**src/rtl/mcc_pkg.sv**
```systemverilog
// Package: shared state encoding, opcode codes and the control bundle
// for the multicycle controller. Assumes 6-bit opcodes.
package mcc_pkg;
    localparam int OP_W = 6;
    localparam int ST_W = 4;

    localparam logic [OP_W-1:0] OPC_LOAD  = 6'h23;
    localparam logic [OP_W-1:0] OPC_STORE = 6'h2B;
    localparam logic [OP_W-1:0] OPC_RTYPE = 6'h00;
    localparam logic [OP_W-1:0] OPC_BEQ   = 6'h04;
    localparam logic [OP_W-1:0] OPC_JUMP  = 6'h02;

    typedef enum logic [ST_W-1:0] {
        ST_FETCH   = 4'd0,
        ST_DECODE  = 4'd1,
        ST_ADDR    = 4'd2,
        ST_LDMEM   = 4'd3,
        ST_LDWB    = 4'd4,
        ST_STMEM   = 4'd5,
        ST_EXEC    = 4'd6,
        ST_RWB     = 4'd7,
        ST_BRANCH  = 4'd8,
        ST_JUMP    = 4'd9
    } state_t;

    typedef struct packed {
        logic       mem_rd;
        logic       mem_wr;
        logic       addr_sel;
        logic       ir_ld;
        logic       rf_wr;
        logic       rf_dst;
        logic       rf_wsrc;
        logic       alu_a;
        logic [1:0] alu_b;
        logic [1:0] alu_op;
        logic       pc_wr;
        logic       pc_wr_cond;
        logic [1:0] pc_src;
    } ctl_t;
endpackage

```
**src/rtl/mcc_next_state.sv**
```systemverilog
// Next-state rules: fixed successors, opcode dispatch out of decode and
// out of address calculation. Assumes the opcode is stable per instruction.
module mcc_next_state
    import mcc_pkg::*;
#(
    parameter logic [OP_W-1:0] P_LOAD  = OPC_LOAD,
    parameter logic [OP_W-1:0] P_STORE = OPC_STORE,
    parameter logic [OP_W-1:0] P_RTYPE = OPC_RTYPE,
    parameter logic [OP_W-1:0] P_BEQ   = OPC_BEQ,
    parameter logic [OP_W-1:0] P_JUMP  = OPC_JUMP
) (
    input  state_t          cur,
    input  logic [OP_W-1:0] opcode,
    output state_t          nxt
);
    // Pick the successor of the present state.
    always_comb begin
        nxt = ST_FETCH;
        unique case (cur)
            ST_FETCH:  nxt = ST_DECODE;
            ST_DECODE: begin
                if (opcode == P_LOAD || opcode == P_STORE) nxt = ST_ADDR;
                else if (opcode == P_RTYPE)                nxt = ST_EXEC;
                else if (opcode == P_BEQ)                  nxt = ST_BRANCH;
                else if (opcode == P_JUMP)                 nxt = ST_JUMP;
                else                                       nxt = ST_FETCH;
            end
            ST_ADDR: begin
                if (opcode == P_LOAD)       nxt = ST_LDMEM;
                else if (opcode == P_STORE) nxt = ST_STMEM;
                else                        nxt = ST_FETCH;
            end
            ST_LDMEM:  nxt = ST_LDWB;
            ST_EXEC:   nxt = ST_RWB;
            default:   nxt = ST_FETCH;
        endcase
    end
endmodule

```
**src/rtl/mcc_ctrl_decode.sv**
```systemverilog
// Output decode: maps a state to its control bundle and forms the PC
// write enable from the unconditional and zero-qualified requests.
// Unused selects are driven to 0.
module mcc_ctrl_decode
    import mcc_pkg::*;
(
    input  state_t cur,
    input  logic   alu_zero,
    output ctl_t   ctl,
    output logic   pc_load
);
    // Per-state control values.
    always_comb begin
        ctl = '0;
        unique case (cur)
            ST_FETCH: begin
                ctl.mem_rd = 1'b1;
                ctl.ir_ld  = 1'b1;
                ctl.alu_b  = 2'd1;
                ctl.pc_wr  = 1'b1;
            end
            ST_DECODE: ctl.alu_b = 2'd3;
            ST_ADDR: begin
                ctl.alu_a = 1'b1;
                ctl.alu_b = 2'd2;
            end
            ST_LDMEM: begin
                ctl.mem_rd   = 1'b1;
                ctl.addr_sel = 1'b1;
            end
            ST_LDWB: begin
                ctl.rf_wr   = 1'b1;
                ctl.rf_wsrc = 1'b1;
            end
            ST_STMEM: begin
                ctl.mem_wr   = 1'b1;
                ctl.addr_sel = 1'b1;
            end
            ST_EXEC: begin
                ctl.alu_a  = 1'b1;
                ctl.alu_op = 2'd2;
            end
            ST_RWB: begin
                ctl.rf_wr  = 1'b1;
                ctl.rf_dst = 1'b1;
            end
            ST_BRANCH: begin
                ctl.alu_a      = 1'b1;
                ctl.alu_op     = 2'd1;
                ctl.pc_wr_cond = 1'b1;
                ctl.pc_src     = 2'd1;
            end
            ST_JUMP: begin
                ctl.pc_wr  = 1'b1;
                ctl.pc_src = 2'd2;
            end
            default: ctl = '0;
        endcase
    end

    // PC write when unconditional or when a branch sees zero.
    always_comb pc_load = ctl.pc_wr | (ctl.pc_wr_cond & alu_zero);
endmodule

```
**src/rtl/mc_ctrl_fsm.sv**
```systemverilog
// Top: state register plus next-state and output decode. All control
// outputs are held at 0 while rst_n is low. Assumes opcode and alu_zero
// come from datapath registers stable for the instruction.
module mc_ctrl_fsm
    import mcc_pkg::*;
(
    input  logic            clk,
    input  logic            rst_n,
    input  logic [OP_W-1:0] opcode,
    input  logic            alu_zero,
    output logic            mem_rd,
    output logic            mem_wr,
    output logic            mem_addr_sel,
    output logic            ir_load,
    output logic            rf_wr,
    output logic            rf_dst_sel,
    output logic            rf_wsrc_sel,
    output logic            alu_a_sel,
    output logic [1:0]      alu_b_sel,
    output logic [1:0]      alu_op,
    output logic            pc_load,
    output logic [1:0]      pc_src,
    output logic [ST_W-1:0] state_o
);
    state_t cur_q;
    state_t nxt;
    ctl_t   ctl;
    logic   pc_load_raw;

    mcc_next_state u_next (
        .cur    (cur_q),
        .opcode (opcode),
        .nxt    (nxt)
    );

    mcc_ctrl_decode u_dec (
        .cur      (cur_q),
        .alu_zero (alu_zero),
        .ctl      (ctl),
        .pc_load  (pc_load_raw)
    );

    // State register with synchronous active-low reset.
    always_ff @(posedge clk) begin
        if (!rst_n) cur_q <= ST_FETCH;
        else        cur_q <= nxt;
    end

    // Drive outputs, silenced while reset is held.
    always_comb begin
        mem_rd       = rst_n & ctl.mem_rd;
        mem_wr       = rst_n & ctl.mem_wr;
        mem_addr_sel = rst_n & ctl.addr_sel;
        ir_load      = rst_n & ctl.ir_ld;
        rf_wr        = rst_n & ctl.rf_wr;
        rf_dst_sel   = rst_n & ctl.rf_dst;
        rf_wsrc_sel  = rst_n & ctl.rf_wsrc;
        alu_a_sel    = rst_n & ctl.alu_a;
        alu_b_sel    = rst_n ? ctl.alu_b  : 2'd0;
        alu_op       = rst_n ? ctl.alu_op : 2'd0;
        pc_load      = rst_n & pc_load_raw;
        pc_src       = rst_n ? ctl.pc_src : 2'd0;
        state_o      = cur_q;
    end
endmodule

```
**config.mk**
```make
export PLATFORM = sky130hd
export DESIGN_NAME = mc_ctrl_fsm
export DESIGN_NICKNAME = d
export VERILOG_FILES = /design/src/rtl/mcc_pkg.sv /design/src/rtl/mcc_next_state.sv /design/src/rtl/mcc_ctrl_decode.sv /design/src/rtl/mc_ctrl_fsm.sv
export SDC_FILE = /design/constraint.sdc
export NUM_CORES = 1
export LEC_CHECK = 0
export BUFFER_PORTS_ARGS = -buffer_cell sky130_fd_sc_hd__buf_2
export CAP_MARGIN = 20
export CORE_MARGIN = 4
export CORE_UTILIZATION = 30
export DETAILED_ROUTE_END_ITERATION = 16
export SKIP_CTS_REPAIR_TIMING = 1
export SLEW_MARGIN = 20
export SYNTH_ARGS = -nofsm -noshare
export SYNTH_HDL_FRONTEND = slang
export SYNTH_SLANG_ARGS = --single-unit
```
**constraint.sdc**
```tcl
create_clock -name clk -period 1.6 [get_ports clk]
set_input_delay 0.32 -clock clk [delete_from_list [all_inputs] [get_ports clk]]
set_output_delay 0.32 -clock clk [all_outputs]
set_load 0.005 [all_outputs]
```
; ---- Word level (Yosys, flattened, before mapping)
; Cells that the tools add are included.
; W data, S select, Z words.
[totals]
regBits = 4
in_bits = 9
out_inout_bits = 19
wordCells = 56
[classes]
n_eq_ne = 13
mux = 23
bitwise = 11
reduce_logical = 8
[ops]
columns = operator, n
row1 = $mux W4, 5
row2 = $pmux W4 S5, 1
row3 = $eq A4 B3 Y1 const B, 4
row4 = $eq A6 B6 Y1 const B, 2
row5 = $and A1 B1 Y1, 10
row6 = $mux W1, 10
row7 = $eq A4 B2 Y1 const B, 2
row8 = $eq A4 B4 Y1 const B, 2
row9 = $pmux W2 S2, 2
row10 = $reduce_or A2 Y1, 4
row11 = $eq A6 B2 Y1 const B, 1
row12 = $eq A6 B3 Y1 const B, 1
row13 = $logic_not A6 Y1, 1
row14 = $mux W2, 3
row15 = $pmux W2 S3, 1
row16 = $eq A4 B1 Y1 const B, 1
row17 = $logic_not A4 Y1, 1
row18 = $mux W3, 1
row19 = $reduce_or A3 Y1, 1
row20 = $logic_or A1 B1 Y1, 1
row21 = $or A1 B1 Y1, 1

; ---- Logic depth before layout (Yosys ltp)
; Gate-level depths: netlist of the first run.
[depth]
ltp_word = 6
depth_mapped = 5

; ---- Cells and area by module
; From an unflattened synthesis of the first run, not the netlist that was laid out.
[hier_totals]
cells_unflattened = 81
area_unflattened_um2 = 626.9
[by_module_without_submodules]
columns = module, n_inst, cells_each, area_each_um2
row1 = mc_ctrl_fsm, 1, 24, 229.0
row2 = mcc_ctrl_decode, 1, 30, 207.7
row3 = mcc_next_state, 1, 27, 190.2

; ---- Worst setup path before layout of the first run
; No wires, ideal clock.
[synth_timing]
kind = flip-flop to output port
start = reg cur_q[2] (netlist: state_o[2])
end = out alu_op[0]
arrival_ns = 1.094
required_time_ns = 1.280
path_slack_ns = 0.186
stages_incl_launch_ff = 5
path_cell_list = dfxtp_1 -> buf_2 -> nand2b_1 -> or2_2 -> nor3_1
[synth_between]
elab_chain_cells = 3
elab_cells_between_ends = 4
classes_between = eq/ne: 2 / mux: 2
[synth_lines]
columns = item, line
row1 = "start, declared", mc_ctrl_fsm.sv:25  ; state_t cur_q;
row2 = "start signal, assigned", mc_ctrl_fsm.sv:46  ; else cur_q <= nxt;
row3 = $eq A4 B4 Y1 / $eq A4 B3 Y1 (equally long branches), mcc_ctrl_decode.sv:15  ; unique case (cur)
row4 = $pmux W2 S2 (*), mcc_ctrl_decode.sv:15
row5 = $mux W2 (*), mc_ctrl_fsm.sv:60  ; alu_op = rst_n ? ctl.alu_op : 2'd0;
row6 = "end, declared", mc_ctrl_fsm.sv:20  ; output logic [1:0] alu_op,
; Every way passes the cells marked *; elsewhere a longest branch is shown, timed or not.

; ---- Final worst setup path of the first run
[layout_timing]
start = reg cur_q[3] (netlist: state_o[3])
end = out alu_a_sel
[layout_between]
elab_chain_cells = 4
elab_cells_between_ends = 6
classes_between = eq/ne: 3 / mux: 1 / bitwise: 1 / reduce/logical: 1
[layout_lines]
columns = item, line
row1 = $eq A4 B2 Y1 (tied with other cells), mcc_ctrl_decode.sv:15
row2 = $reduce_or A3 Y1 (no line) (*), n/a
row3 = $mux W1 (*), mcc_ctrl_decode.sv:15
row4 = $and A1 B1 Y1 (*), mc_ctrl_fsm.sv:58  ; alu_a_sel = rst_n & ctl.alu_a;
row5 = "end, declared", mc_ctrl_fsm.sv:18  ; output logic alu_a_sel,
; Marks and branches as above.

==> results.md, run 1 <==
* Post-synthesis adder-cell area fraction at 0%
* FP Rows at 13
* Largest net degree at the start of global routing at 12
* Die area at roughly 2000 µm²
* Synth warnings at 0
* Share of cells above drive strength 1 at between 50% and 60%
* Max_slew headroom at roughly three quarters
* Register area share after synthesis at a little under 20%
* Final setup viols at 0
* Leakage at around 0.31 nW
* Routed vias at ~550
* Initial antenna violation count at 0
* Final #Nets at between 100 and 150
* Area of the multi-input gates at 358 µm²
* Synthesis-stage register bit count at 4
* Area occupied by registers at about 90 µm²
* Max reg flops at 4
* Total GRT Usage at 12.9%
* CTS max path bufs at 2
* Asr flop ratio synth at 0%
* RSZ-0062 raised after global routing: yes
* Most used DFF post-synth: dfxtp_1
* Largest family of logic cells by synthesized area: simple AND/OR/NAND/NOR gates
* Hold WC Path Type: input pin to register
* Crit Path Category: register to output port
* Post-DP Area at 569 µm²
* Die Span Y at roughly 45 µm
* Largest fanout on the critical path at 5
* Syn Nets at 71
* Die Span X at ~45 µm
* Total global routing overflow at 0
* Vias in the first global route at 495
* Util after Layout at between 50 and 60%
* WL/cell at approximately 12 µm
* Worst path required time at 1280 ps
* Commonest cells post-synth: nor3_1, nor2_1, nand2_1, nand2b_1, dfxtp_1
* CP max-delay cell: dfxtp_2
* Synth top area cells: dfxtp_1, nor3_1, nand2b_1
* Worst setup SP type: register
* Routed vias/inst at roughly 5.1
* Initial cell density of the core at between 30% and 40%
* Area delta synth->final at 61.8%
* Final WL at about 1300 µm
* Mapped Area at approximately 400 µm²
* Mux contribution to synthesized area at 0%
* Syn avg cell area at approximately 6.6 µm²
* Post-synth EDFFs at 0
* Cells after synthesis at just over 60
* TritonCTS clock tree: built
* CP Capture Type: output port
* Period utilization at 97.1%
* Simple-Gate Fraction of Synth Area at a little under three fifths
* Distinct cells, synth at 29
* TritonCTS buffer count at 3
* Slew Viols, Final at 0
* First-pass GRT wire length at between 2000 and 2500 µm
* Ports at 28
* Hold endpoint: state_o[3]
* RR Startpoint: state_o[3]
* Clock transition at path regs at ~40 ps
* Hold depth at 2
* Design Power at around 310 µW
* Skew-Pair Late Insertion Delay at approximately 230 ps
* Clock Sinks at 4
* Status: complete, no violations
* Antenna Nets Post-Route at 0
* Worst Skew at 1.48 ps
* Max-Cap Viols at 0
* Compound-Gate Fraction of Synth Area at between 10% and 20%
* Top-count cell post-synth: nor3_1
* Antenna cells at 0
* Final Hold Vio Count at 0
* Fmax at 0.644 GHz
* Gpl congestion at ~0.79
* Post-synth top area cell: dfxtp_1
* Port Buffers at 27
* Cell Chain, Critical Path: inv_2 -> nor3_1 -> a21oi_1 -> nor3b_1 -> buf_2
* Worst R2R End: state_o[0]
* Starting DRT DRC Count at 9
* Pwr dens at around 470 nW/µm²
* Root buffer cell: clkbuf_4
* Worst slew pin tran at 387 ps
* Final routed DRC violation total at 0
* Worst Reg-to-Reg Cells at 3
* Final Instance Area at roughly 660 µm²
* Post-detailed-placement half-perimeter wirelength at ~1000 µm
* XOR/XNOR Fraction of Synth Area at 4.31%
* WP data arrival at around 1200 ps
* Top cell type's share of synthesized area at between 15 and 20%
* Peak supply drop at approximately 0.00044 V
* CP peak stage delay at 360 ps
* Core area at approximately 1300 µm²
* R2R Setup Slk at slightly above 300 ps
* Tmin final at ~1600 ps
* Pre-antenna DRT Iters at 4
* Hold Startpoint: opcode[4]
* Setup TNS at 0 ps
* FILL cells at 145
* CTS H-Tree Depth at 1
how the worst max path moves through the flow:
stage | endpoint | start | slack [ps]
floorplan | alu_op[0] | state_o[2] | 190
global placement | pc_load | state_o[0] | 160
detailed placement | pc_load | state_o[0] | 170
CTS | pc_load | state_o[0] | -80
global route | alu_a_sel | state_o[3] | -30
finish | alu_a_sel | state_o[3] | 50
layout by cell type, fill, tap and decap left out, types with 2 or more instances in the layout:
| cell | n |
|---|---|
| nand2_1 | 6 |
| clkbuf_4 | 3 |
| nor3_1 | 8 |
| nor2_1 | 7 |
| dfxtp_2 | 2 |
| nand3_1 | 2 |
| buf_4 | 2 |
| nand2b_1 | 3 |
| a21oi_1 | 2 |
| dfxtp_4 | 2 |
| buf_2 | 27 |
| nand2b_2 | 2 |
| nor3_2 | 2 |
power breakdown:
part           total, mW  switching [mW]  internal, mW
combinational     0.0805          0.0410        0.0395
clock              0.121          0.0373        0.0836
sequential         0.106         0.00609         0.100
total              0.308          0.0843         0.223
metal layers:
| layer | track usage, % | vias up | part of all wire [%] |
|---|---|---|---|
| li1 | - | 287 | - |
| met1 | 16.6 | 237 | 45 |
| met2 | 19.5 | 22 | 44 |
| met3 | 5.58 | 0 | 11 |
| met4 | 4.09 | 0 | 0 |
| met5 | 0 | - | 0 |
metrics by stage:
step / cells / hold WS [ps] / setup slack [ps]
6_report: 107 / 301 / 46.8
5_1_grt: 107 / 316 / -29.7
4_1_cts: 107 / 297 / -76.5
3_5_place_dp: 104 / 544 / 173
3_3_place_gp: 104 / 543 / 161
2_1_floorplan: 62 / 397 / 186
layout make-up:
type,count,share of cell area [%]
Inverter,2,1.14
Multi-Input combinational cell,53,54.4
Timing Repair Buffer,30,24.5
Sequential cell,4,13.7
Tap cell,15,2.85
Clock buffer,3,3.42
worst max-delay path, delay by kind of cell (launching register included):
family / cells / cell delay (ps)
AOI/OAI and AO/OA: 1 / 70
buffers and inverters: 2 / 220
and+or+nand+nor: 2 / 350
DFF: 1 / 360
logic make-up (layout without fill, tap and decap cells):
| family | after synthesis | after routing |
|---|---|---|
| buffers and inverters | 5 | 35 |
| DFF | 4 | 4 |
| AOI/OAI and AO/OA | 9 | 9 |
| xor gates and xnor gates | 2 | 2 |
| and+or+nand+nor | 42 | 42 |
Note: power is estimated with default switching activity, not from simulation.
==> run 2, diff against run 1 <==
CORE_AREA = 4 4 41 43   (was unset)
CORE_MARGIN = unset   (was 4)
CORE_UTILIZATION = unset   (was 30)
DIE_AREA = 0 0 45 47   (was unset)
==> results.md, run 2 (synthesized netlist as in run 1, its figures left out) <==
* Status: finished, violations left
* Failing checks: negative setup slack
* Period utilization at 101%
* Setup TNS at -13.7 ps
* TritonCTS buffer count at 3
* Area delta synth->final at 72.0%
* Core area at 1300 µm²
* Worst path required time at around 1300 ps
* Clk network pwr share at 40.5%
* Clock transition at path regs at ~40 ps
* Pre-antenna DRT Iters at 4
* Antenna cells at 0
* Leakage at around 0.34 nW
* Antenna Nets Post-Route at 0
* Clock Sinks at 4
* RSZ-0062 raised after global routing: yes
* Final routed DRC violation total at 0
* Final #Nets at 107
* WP data arrival at 1290 ps
* Vias in the first global route at 480
* Initial cell density of the core at between 30% and 40%
* Post-detailed-placement half-perimeter wirelength at approximately 1000 µm
* Ports at 28
* Commonest non-fill, non-tap cell in the layout: buf_2
* P_int at between 200 and 250 µW
* Worst Skew at approximately 1.5 ps
* Most frequent cells in the layout: buf_2, nor3_1, nor2_1
* Final worst setup slack at -13.7 ps
* Switching share of power at around 29%
* Worst slew pin tran at ~380 ps
* Routed vias/inst at approximately 5.1
* Pwr dens at 449 nW/µm²
* Routed vias at roughly 570
* Sw Pwr at 91.0 µW
* Slew Viols, Final at 0
* First-pass GRT wire length at 2040 µm
* FP Rows at 13
* Skew-Pair Late Insertion Delay at between 200 and 250 ps
* Total GRT Usage at 13.3%
* Max_slew headroom at 74.1%
* Die Span X at between 40 and 50 µm
* WL/cell at about 13 µm
* Starting DRT DRC Count at 12
* Root buffer cell: clkbuf_4
* Hold WC Path Type: input pin to register
* Fmax at slightly above 0.6 GHz
* Port Buffers at 27
* CP Capture Type: output port
* Tmin final at approximately 1600 ps
* Flop pwr share at approximately a third
* Gpl congestion at roughly 0.75
* Worst setup SP type: register
* Design Power at about 310 µW
* Combinational power share at a little over a quarter
* Final Hold Vio Count at 0
* Total global routing overflow at 0
* CTS H-Tree Depth at 1
* TritonCTS clock tree: built
* Die Span Y at ~47 µm
* Crit Path Category: register to output port
* Peak supply drop at ~0.00042 V
* FILL cells at roughly 140
* CTS max path bufs at 2
* Max reg flops at 4
* Initial antenna violation count at 0
* Die area at ~2100 µm²
* Final WL at between 1000 and 1500 µm
* Max-Cap Viols at 0
* Largest fanout on the critical path at 7
* Largest net degree at the start of global routing at 12
* Share of cells above drive strength 1 at between 50% and 60%
* Final setup viols at 1
## run 2: cell count changes in the layout (fill, tap and decap cells not counted), sizes merged
cell | before | now
buf | 30 | 34
## run 2: critical path, cell delays in order, from the launching register on
cell and delay [ps]:
dfxtp_4 360, nand2b_4 160, a2111oi_2 370, buf_2 180
## run 2: path summary, 6_finish.rpt
path	start	end	slack (ps)	cells after the start
setup / recovery	state_o[2]	pc_load	-10	3
hold / removal	opcode[4]	state_o[3]	300	2
setup reg to reg	state_o[3]	state_o[0]	360	3
hold reg to reg	state_o[2]	state_o[2]	490	1
## run 2: power groups by stage
stage | Combinational, mW | Sequential (mW) | Clock [mW]
2_1_floorplan | 0.0366 | 0.107 | 0
3_3_place_gp | 0.0702 | 0.109 | 0
3_5_place_dp | 0.0708 | 0.109 | 0
4_1_cts | 0.0713 | 0.107 | 0.131
5_1_grt | 0.0901 | 0.106 | 0.139
6_report | 0.0815 | 0.105 | 0.127
## run 2: cell type report
class / instances / area, µm² / share of cell area (%)
Clock buffer: 3 / 22.5 / 3.22
Timing Repair Buffer: 34 / 199 / 28.4
Sequential cell: 4 / 90.1 / 12.9
Inverter: 2 / 7.51 / 1.07
Tap cell: 15 / 18.8 / 2.68
Multi-Input combinational cell: 53 / 362 / 51.7
## run 2: layer usage
| layer | share of wire [%] | track usage [%] | up-vias |
|---|---|---|---|
| met5 | 0 | 0 | - |
| met4 | 1.9 | 7.02 | 0 |
| met3 | 9.0 | 2.68 | 4 |
| met2 | 46 | 21.8 | 27 |
| met1 | 43 | 16.3 | 245 |
| li1 | - | - | 293 |
## run 2: per-stage QoR
stage	util, %	area (µm²)	hold WS (ps)	setup slack (ps)	instances
after floorplan	-	407	397	186	62
after global placement	43.8	569	541	182	104
after detailed placement	43.8	569	550	170	104
after CTS	45.5	592	300	-93.6	107
after global routing	53.8	699	295	-49.3	111
final	53.8	699	298	-13.7	111
